<file path="src/rtl/gcd_pkg.sv">
package gcd_pkg;

  localparam int unsigned GCD_W_DEF = 16;

  typedef enum logic [1:0] {
    ST_IDLE = 2'd0,
    ST_CMP  = 2'd1,
    ST_FIN  = 2'd2
  } gcd_state_t;

  // one bit of a borrow-ripple subtractor: returns {borrow_out, diff}
  function automatic logic [1:0] sub_bit(input logic a, input logic b, input logic bin);
    logic d;
    logic bo;
    d  = a ^ b ^ bin;
    bo = (~a & b) | (~(a ^ b) & bin);
    return {bo, d};
  endfunction

endpackage

</file>
<file path="src/rtl/gcd_sub.sv">
module gcd_sub #(
  parameter int unsigned W = gcd_pkg::GCD_W_DEF
) (
  input  logic [W-1:0] minu,
  input  logic [W-1:0] subt,
  output logic [W-1:0] diff
);
  logic [W-1:0] brw;

  assign brw[0] = 1'b0;

  for (genvar i = 0; i < W; i++) begin : g_bit
    logic [1:0] r;
    assign r       = gcd_pkg::sub_bit(minu[i], subt[i], brw[i]);
    assign diff[i] = r[0];
    if (i < W - 1) begin : g_chain
      assign brw[i+1] = r[1];
    end
  end
endmodule

</file>
<file path="src/rtl/gcd_ctrl.sv">
module gcd_ctrl
  import gcd_pkg::*;
(
  input  logic clk,
  input  logic rst_n,
  input  logic start,
  input  logic eq,
  input  logic gt,
  output logic ld_ops,
  output logic sub_a,
  output logic sub_b,
  output logic hit_eq,
  output logic done
);
  gcd_state_t st_q, st_d;

  always_ff @(posedge clk or negedge rst_n) begin
    if (!rst_n) st_q <= ST_IDLE;
    else        st_q <= st_d;
  end

  always_comb begin
    st_d   = st_q;
    ld_ops = 1'b0;
    sub_a  = 1'b0;
    sub_b  = 1'b0;
    hit_eq = 1'b0;
    unique case (st_q)
      ST_IDLE: begin
        if (start) begin
          ld_ops = 1'b1;
          st_d   = ST_CMP;
        end
      end
      ST_CMP: begin
        if (eq) begin
          hit_eq = 1'b1;
          st_d   = ST_FIN;
        end else if (gt) begin
          sub_a = 1'b1;
        end else begin
          sub_b = 1'b1;
        end
      end
      ST_FIN:  st_d = ST_IDLE;
      default: st_d = ST_IDLE;
    endcase
  end

  assign done = (st_q == ST_FIN);
endmodule

</file>
<file path="src/rtl/gcd_dpath.sv">
module gcd_dpath #(
  parameter int unsigned W = gcd_pkg::GCD_W_DEF
) (
  input  logic         clk,
  input  logic         rst_n,
  input  logic         ld_ops,
  input  logic         sub_a,
  input  logic         sub_b,
  input  logic [W-1:0] opnd_x,
  input  logic [W-1:0] opnd_y,
  output logic [W-1:0] a_q,
  output logic [W-1:0] b_q,
  output logic         eq,
  output logic         gt
);
  logic [W-1:0] minu, subt, diff;

  // larger operand is the minuend; select follows the comparison outcome
  assign minu = gt ? a_q : b_q;
  assign subt = gt ? b_q : a_q;

  gcd_sub #(.W(W)) u_sub (
    .minu (minu),
    .subt (subt),
    .diff (diff)
  );

  assign eq = (a_q == b_q);
  assign gt = (a_q > b_q);

  always_ff @(posedge clk or negedge rst_n) begin
    if (!rst_n) begin
      a_q <= '0;
      b_q <= '0;
    end else begin
      if (ld_ops)     a_q <= opnd_x;
      else if (sub_a) a_q <= diff;
      if (ld_ops)     b_q <= opnd_y;
      else if (sub_b) b_q <= diff;
    end
  end
endmodule

</file>
<file path="src/rtl/gcd_engine.sv">
module gcd_engine #(
  parameter int unsigned W = gcd_pkg::GCD_W_DEF
) (
  input  logic         clk,
  input  logic         rst_n,
  input  logic         start,
  input  logic [W-1:0] opnd_x,
  input  logic [W-1:0] opnd_y,
  output logic [W-1:0] result,
  output logic         done
);
  // named internal events, visible to the bound checker
  logic         ld_ops, sub_a, sub_b, hit_eq;
  logic         eq, gt;
  logic [W-1:0] a_val, b_val;

  gcd_ctrl u_ctrl (
    .clk    (clk),
    .rst_n  (rst_n),
    .start  (start),
    .eq     (eq),
    .gt     (gt),
    .ld_ops (ld_ops),
    .sub_a  (sub_a),
    .sub_b  (sub_b),
    .hit_eq (hit_eq),
    .done   (done)
  );

  gcd_dpath #(.W(W)) u_dp (
    .clk    (clk),
    .rst_n  (rst_n),
    .ld_ops (ld_ops),
    .sub_a  (sub_a),
    .sub_b  (sub_b),
    .opnd_x (opnd_x),
    .opnd_y (opnd_y),
    .a_q    (a_val),
    .b_q    (b_val),
    .eq     (eq),
    .gt     (gt)
  );

  assign result = a_val;
endmodule

</file>
<file path="config.mk">
export PLATFORM = sky130hd
export DESIGN_NAME = gcd_engine
export DESIGN_NICKNAME = d
export VERILOG_FILES = /design/src/rtl/gcd_pkg.sv /design/src/rtl/gcd_sub.sv /design/src/rtl/gcd_ctrl.sv /design/src/rtl/gcd_dpath.sv /design/src/rtl/gcd_engine.sv
export SDC_FILE = /design/constraint.sdc
export NUM_CORES = 1
export LEC_CHECK = 0
export ABC_CLOCK_PERIOD_IN_PS = 21600
export CORE_UTILIZATION = 38
export CTS_BUF_LIST = sky130_fd_sc_hd__clkbuf_4
export DETAILED_ROUTE_END_ITERATION = 7
export GPL_TIMING_DRIVEN = 0
export SLEW_MARGIN = 20
export SYNTH_ARGS = -nofsm -noshare
export SYNTH_HDL_FRONTEND = slang
export SYNTH_SLANG_ARGS = --single-unit
</file>
<file path="constraint.sdc">
create_clock -name clk -period 21.6 [get_ports clk]
set_input_delay 3.24 -clock clk [delete_from_list [all_inputs] [get_ports clk]]
set_output_delay 3.24 -clock clk [all_outputs]
set_load 0.02 [all_outputs]
</file>
Word-level counts from Yosys, hierarchy flattened

Cells that the tools add are included.

Register bits: 34
Input port bits: 35
Output and inout bits: 17
Word-level logic and storage cells: 133

Order comparisons: 1
Equal/unequal tests: 5
Muxes and demuxes: 17
Bitwise operators: 103
Reduce and logical (&&, ||, !) cells: 4

Operator list:

| cell                                                            | count |
|---|---|
| 16-bit 2-to-1 mux                                               | 6 |
| 1-bit XOR                                                       | 31 |
| 1-bit bitwise AND                                               | 29 |
| 1-bit inverter                                                  | 29 |
| 16-bit == test                                                  | 1 |
| 16-bit greater-than comparator                                  | 1 |
| 1-bit OR                                                        | 14 |
| 1-bit 2-to-1 mux                                                | 8 |
| 2-bit 2-to-1 mux                                                | 2 |
| 2-bit != test, second input constant                            | 2 |
| 2-bit one-hot mux with 2 select lines                           | 1 |
| 2-bit nonzero test                                              | 2 |
| 2-bit by 1-bit == test with 1-bit output, second input constant | 1 |
| 2-bit == test, second input constant                            | 1 |
| 2-bit zero test                                                 | 1 |
| 2-bit AND reduction                                             | 1 |

Depth between registers and ports, before layout

Word-level depth: 35
Mapped depth: 54
Depth with buffers taken out: 52

By module

A second synthesis with hierarchy kept.

Cell total of the unflattened synthesis: 289
Area total of the unflattened synthesis: 2935.3 um^2

Modules (own cells, without submodules):

| module    | times used | cells an instance | area each (um^2) | seq. area each (um^2) |
|---|---|---|---|---|
| gcd_dpath | 1          | 231               | 2376.0           | 800.8 |
| gcd_sub   | 1          | 47                | 432.9            | 0.0 |
| gcd_ctrl  | 1          | 11                | 126.4            | 50.0 |

Worst setup path before layout

OpenSTA, ideal clock, no wires.

Path kind: register -> register
From: register u_dp.a_q[1]
To: register u_dp.a_q[15]
Setup time: 127 ps
Data arrival time: 8091 ps
Slack: 13382 ps
Cell stages (with the launch flop): 54
Path buffers: 2
Period minus slack after synthesis: 8218 ps
Cell sequence: dfrtp_1 -> ha_1 -> nor2b_1 -> o211ai_1 -> a2111o_1 -> nand3_1 -> and2_0 -> clkbuf_1 -> buf_2 -> o22ai_1 -> ha_1 -> a41oi_1 -> o31ai_1 -> ha_1 -> a41oi_1 -> o31ai_1 -> ha_1 -> a41oi_1 -> (+18 left out) -> o31ai_1 -> ha_1 -> a41oi_1 -> o31ai_1 -> ha_1 -> a41oi_1 -> o31ai_1 -> ha_1 -> a41oi_1 -> o31ai_1 -> ha_1 -> a41oi_1 -> o31ai_1 -> ha_1 -> a21oi_1 -> xor2_1 -> o31ai_1 -> o21ai_0

Longest elaborated chain between the ends: 35

Ends and longest elaborated chain:

| what                                                       | RTL line                         | source |
|---|---|---|
| from (decl)                                                | gcd_dpath.sv:11                  | `output logic [W-1:0] a_q,` |
| from (signal assigned)                                     | gcd_dpath.sv:36                  | `if (ld_ops) a_q <= opnd_x;` |
| from (signal assigned)                                     | gcd_dpath.sv:37                  | `else if (sub_a) a_q <= diff;` |
| 16-bit greater-than comparator                             | gcd_dpath.sv:29                  | `assign gt = (a_q > b_q);` |
| 16-bit 2-to-1 mux (on tied branches)                       | gcd_dpath.sv:19, gcd_dpath.sv:20 |  |
| 1-bit XOR / 1-bit inverter (equally long branches)         | gcd_pkg.sv:16                    | `bo = (~a & b) \| (~(a ^ b) & bin);` |
| 1-bit inverter / 1-bit bitwise AND (equally long branches) | gcd_pkg.sv:16                    |  |
| 1-bit bitwise AND                                          | gcd_pkg.sv:16                    |  |
| 1-bit OR                                                   | gcd_pkg.sv:16                    |  |
| 1-bit bitwise AND                                          | gcd_pkg.sv:16                    |  |
| 1-bit OR                                                   | gcd_pkg.sv:16                    |  |
| (+19 left out)                                             | n/a                              |  |
| 1-bit OR                                                   | gcd_pkg.sv:16                    |  |
| 1-bit bitwise AND                                          | gcd_pkg.sv:16                    |  |
| 1-bit OR                                                   | gcd_pkg.sv:16                    |  |
| 1-bit bitwise AND                                          | gcd_pkg.sv:16                    |  |
| 1-bit OR                                                   | gcd_pkg.sv:16                    |  |
| 1-bit XOR                                                  | gcd_pkg.sv:15                    | `d = a ^ b ^ bin;` |
| 16-bit 2-to-1 mux                                          | gcd_dpath.sv:37                  |  |
| 16-bit 2-to-1 mux                                          | gcd_dpath.sv:36                  |  |

Parallel ways exist; a longest one is shown, timed or not. The select of a mux whose other input is x is not followed.
A chain may end at the register's enable or synchronous reset.

Final worst setup path

From: register u_dp.b_q[13]
To: register u_dp.a_q[15]

Longest elaborated chain between the ends: 35

Ends and longest elaborated chain:

| what                                                       | RTL line                         | source |
|---|---|---|
| from (decl)                                                | gcd_dpath.sv:12                  | `output logic [W-1:0] b_q,` |
| from (signal assigned)                                     | gcd_dpath.sv:38                  | `if (ld_ops) b_q <= opnd_y;` |
| from (signal assigned)                                     | gcd_dpath.sv:39                  | `else if (sub_b) b_q <= diff;` |
| 16-bit greater-than comparator                             | gcd_dpath.sv:29                  |  |
| 16-bit 2-to-1 mux (on tied branches)                       | gcd_dpath.sv:19, gcd_dpath.sv:20 |  |
| 1-bit XOR / 1-bit inverter (equally long branches)         | gcd_pkg.sv:16                    |  |
| 1-bit inverter / 1-bit bitwise AND (equally long branches) | gcd_pkg.sv:16                    |  |
| 1-bit bitwise AND                                          | gcd_pkg.sv:16                    |  |
| 1-bit OR                                                   | gcd_pkg.sv:16                    |  |
| 1-bit bitwise AND                                          | gcd_pkg.sv:16                    |  |
| 1-bit OR                                                   | gcd_pkg.sv:16                    |  |
| (+19 left out)                                             | n/a                              |  |
| 1-bit OR                                                   | gcd_pkg.sv:16                    |  |
| 1-bit bitwise AND                                          | gcd_pkg.sv:16                    |  |
| 1-bit OR                                                   | gcd_pkg.sv:16                    |  |
| 1-bit bitwise AND                                          | gcd_pkg.sv:16                    |  |
| 1-bit OR                                                   | gcd_pkg.sv:16                    |  |
| 1-bit XOR                                                  | gcd_pkg.sv:15                    |  |
| 16-bit 2-to-1 mux                                          | gcd_dpath.sv:37                  |  |
| 16-bit 2-to-1 mux                                          | gcd_dpath.sv:36                  |  |

Parallel ways exist; a longest one is shown, timed or not. The select of a mux whose other input is x is not followed.

==> impl_metrics.py <==
metrics = {
    "floorplan": {
        "initial_core_util_pct": 39.7,
        "die_x_microns": 86.7,
        "die-area_sq_mm": 0.00752,
        "pin_count": 52,
        "core_area_sq_mm": 0.00687,
        "core.rowCount": 30,
        "fp.dieH_microns": 86.7,
    },
    "route": {
        "drtPass1Iterations": 4,
        "viasPerCell": 5.66,
        "ant_nets": 0,
        "wl_per_cell_microns": 17.2,
        "drtIter0Drc": 104,
        "wl_microns": 8090,
        "vias": 2666,
        "drcViolationCount": 0,
    },
    "critical_path": {
        "r2r-start": "u_dp.b_q[13]$_DFFE_PN0P_",
        "reg2reg_depth": 54,
        "r2r-end": "u_dp.a_q[15]$_DFFE_PN0P_",
        "required_ns": 21.84,
        "path_common_cell": "ha_1",
        "path_class": "flop to flop",
        "start_kind": "flop",
        "cp_max_fo": 10,
        "cp_slowest_stage_delay_ns": 0.42,
        "setup.worst_path.end_class": "flop",
        "cp_slowest_cell": "dfrtp_1",
        "worst-r2r-setup-slack_ns": 12.49,
        "cp_data_arrival_time_ns": 9.35,
    },
    "timing": {
        "post-route-period-util_pct": 42.2,
        "worst_pin_slew_ns": 0.686,
        "min_period_ns": 9.11,
        "slew_violations": 0,
        "setup_tns_ns": 0,
        "fin_ws_ns": 12.49,
        "slew_headroom_pct": 54.3,
        "rsz0062_at_grt": "no",
        "hold_viol": 0,
        "setup_violations": 0,
        "fmax_mhz": 110,
        "fin_skew_ns": 0.0124,
    },
    "clock_network": {
        "cts_tree": "done",
        "cts_inserted_buffers": 5,
        "clkLatencyLatePin_ns": 0.35,
        "root_buffer": "clkbuf_4",
        "cts_setup_buffers": 0,
        "cts_resized": 0,
        "clk_path_buf_depth": 2,
        "holdBufCountCts": 0,
        "clkSinkCount": 34,
        "cts_max_level": 2,
        "clk_pin_slew_ns": 0.12,
    },
    "synth": {
        "postSynthCellCount": 315,
        "ys.flop_type": "dfrtp_1",
        "synthesis.nets": 380,
        "yosysSeqAreaShare_pct": 31.2,
        "synthArstFlopShare_pct": 100,
        "postSynthAreaPerCell_sq_um": 8.66,
        "synth.cell_area_sq_mm": 0.00273,
        "yosysWarnings": 0,
        "synth.distinct_cells": 40,
        "synth_edf_count": 0,
        "synth_seq_cells": 34,
    },
    "placement": {
        "dp_hpwl_microns": 5840,
        "globalplace.congestion": 0.841,
        "dp_slack_ns": 12.57,
        "io_buffers": 51,
    },
    "layout": {
        "utilization_pct": 49.8,
        "layout.nets": 439,
        "n_antenna_cell": 0,
        "layout-drive-gt1-share_pct": 8.53,
        "area_growth_pct": 25.4,
    },
    "outcome": {
        "status": "finished clean",
    },
    "grt": {
        "grt_first_pass_wirelength_microns": 13200,
        "grt_max_degree": 25,
        "antenna_found_initial": 0,
        "grt_pass1_vias": 2741,
        "track_usage_pct": 23.2,
        "grt_overflow_total": 0,
    },
    "worst_hold_path": {
        "hold_depth": 1,
        "holdCritStartpoint": "u_dp.b_q[14]$_DFFE_PN0P_",
        "min_to": "u_dp.b_q[14]$_DFFE_PN0P_",
        "hp-class": "flop to flop",
    },
    "job": {
        "maxCapViolCount": 0,
    },
}
-- final cells by class --
cell class              count  area (sq um)
clock inverters             3          11.3
inverters                  30           113
fillers                   705          3450
flip-flops and latches     34           851
multi-input cells         227          1630
well taps                  96           120
plain buffers              24           136
clock buffers               5          37.5
repair buffers             52           526
-- registers in the layout, indices dropped and copies added (netlist names) --
| signal | count |
|---|---|
| u_ctrl.st_q | 2 |
| u_dp.a_q | 16 |
| u_dp.b_q | 16 |
-- critical path: cells and delay by family (launching register included) --
kind,cells,cell delay [ns]
buffers and inverters,3,0.56
DFF,1,0.42
adders and majority gates,15,2.93
and+or+nand+nor,4,0.66
AOI/OAI and AO/OA,31,4.29
xor gates and xnor gates,1,0.09
-- cell usage in the layout (no fill, tap or decap), drive strengths merged, types with 14 or more instances in the layout --
| master | count |
|---|---|
| nand2 | 36 |
| ha | 30 |
| dfrtp | 34 |
| a21oi | 23 |
| o31ai | 14 |
| o21ai | 34 |
| clkdlybuf4s50 | 50 |
| inv | 30 |
| clkbuf | 17 |
| buf | 14 |
-- logic make-up (layout without fill, tap and decap cells) --
logic type	Yosys count	after routing	share of synthesized area, %
AOI/OAI and AO/OA	128	128	33.2
and+or+nand+nor	67	67	12.1
buffers and inverters	54	114	9.12
DFF	34	34	31.2
adders and majority gates	30	30	13.8
xor gates and xnor gates	2	2	0.642
-- through the flow --
| stage | hold WS (ns) | cells | area [sq um] |
|---|---|---|---|
| floorplan | 0.472 | 315 | 2730 |
| global placement | 0.491 | 462 | 3360 |
| detailed placement | 0.496 | 463 | 3370 |
| CTS | 0.524 | 471 | 3420 |
| global route | 0.549 | 471 | 3420 |
| finish | 0.524 | 471 | 3420 |
-- how the worst max path moves through the flow --
| stage | endpoint | slack, ns | startpoint |
|---|---|---|---|
| floorplan | u_dp.a_q[15]$_DFFE_PN0P_ | 13.38 | u_dp.a_q[1]$_DFFE_PN0P_ |
| global placement | u_dp.a_q[15]$_DFFE_PN0P_ | 12.71 | u_dp.a_q[1]$_DFFE_PN0P_ |
| detailed placement | u_dp.a_q[15]$_DFFE_PN0P_ | 12.57 | u_dp.a_q[13]$_DFFE_PN0P_ |
| CTS | u_dp.a_q[15]$_DFFE_PN0P_ | 12.49 | u_dp.b_q[13]$_DFFE_PN0P_ |
| global route | u_dp.a_q[15]$_DFFE_PN0P_ | 11.50 | u_dp.a_q[1]$_DFFE_PN0P_ |
| finish | u_dp.a_q[15]$_DFFE_PN0P_ | 12.49 | u_dp.b_q[13]$_DFFE_PN0P_ |
-- Yosys cell counts (6+ instances only) --
| cell | count | area share, % |
|---|---|---|
| dfrtp_1 | 34 | 31 |
| o211ai_2 | 9 | 4.1 |
| o21ai_0 | 12 | 2.2 |
| a21oi_1 | 23 | 4.2 |
| inv_1 | 30 | 4.1 |
| o31ai_1 | 14 | 3.9 |
| nor3_1 | 6 | 1.1 |
| ha_1 | 30 | 14 |
| o32ai_1 | 11 | 3.5 |
| a21o_1 | 11 | 3.0 |
| a41oi_1 | 13 | 4.2 |
| nand2_1 | 36 | 5.0 |
| o21ai_1 | 22 | 4.0 |
| buf_2 | 7 | 1.3 |
| clkbuf_1 | 12 | 1.7 |
-- layer usage --
metal	global-route usage (%)	vias to the layer above	routed length (microns)
li1	-	1299	-
met1	29.9	1280	3740
met2	40.4	76	3860
met3	2.95	11	377
met4	7.42	0	110
met5	0	-	0
Power is not shown: default switching activity piles up to over one toggle a cycle in this logic, so the estimate is an artifact.
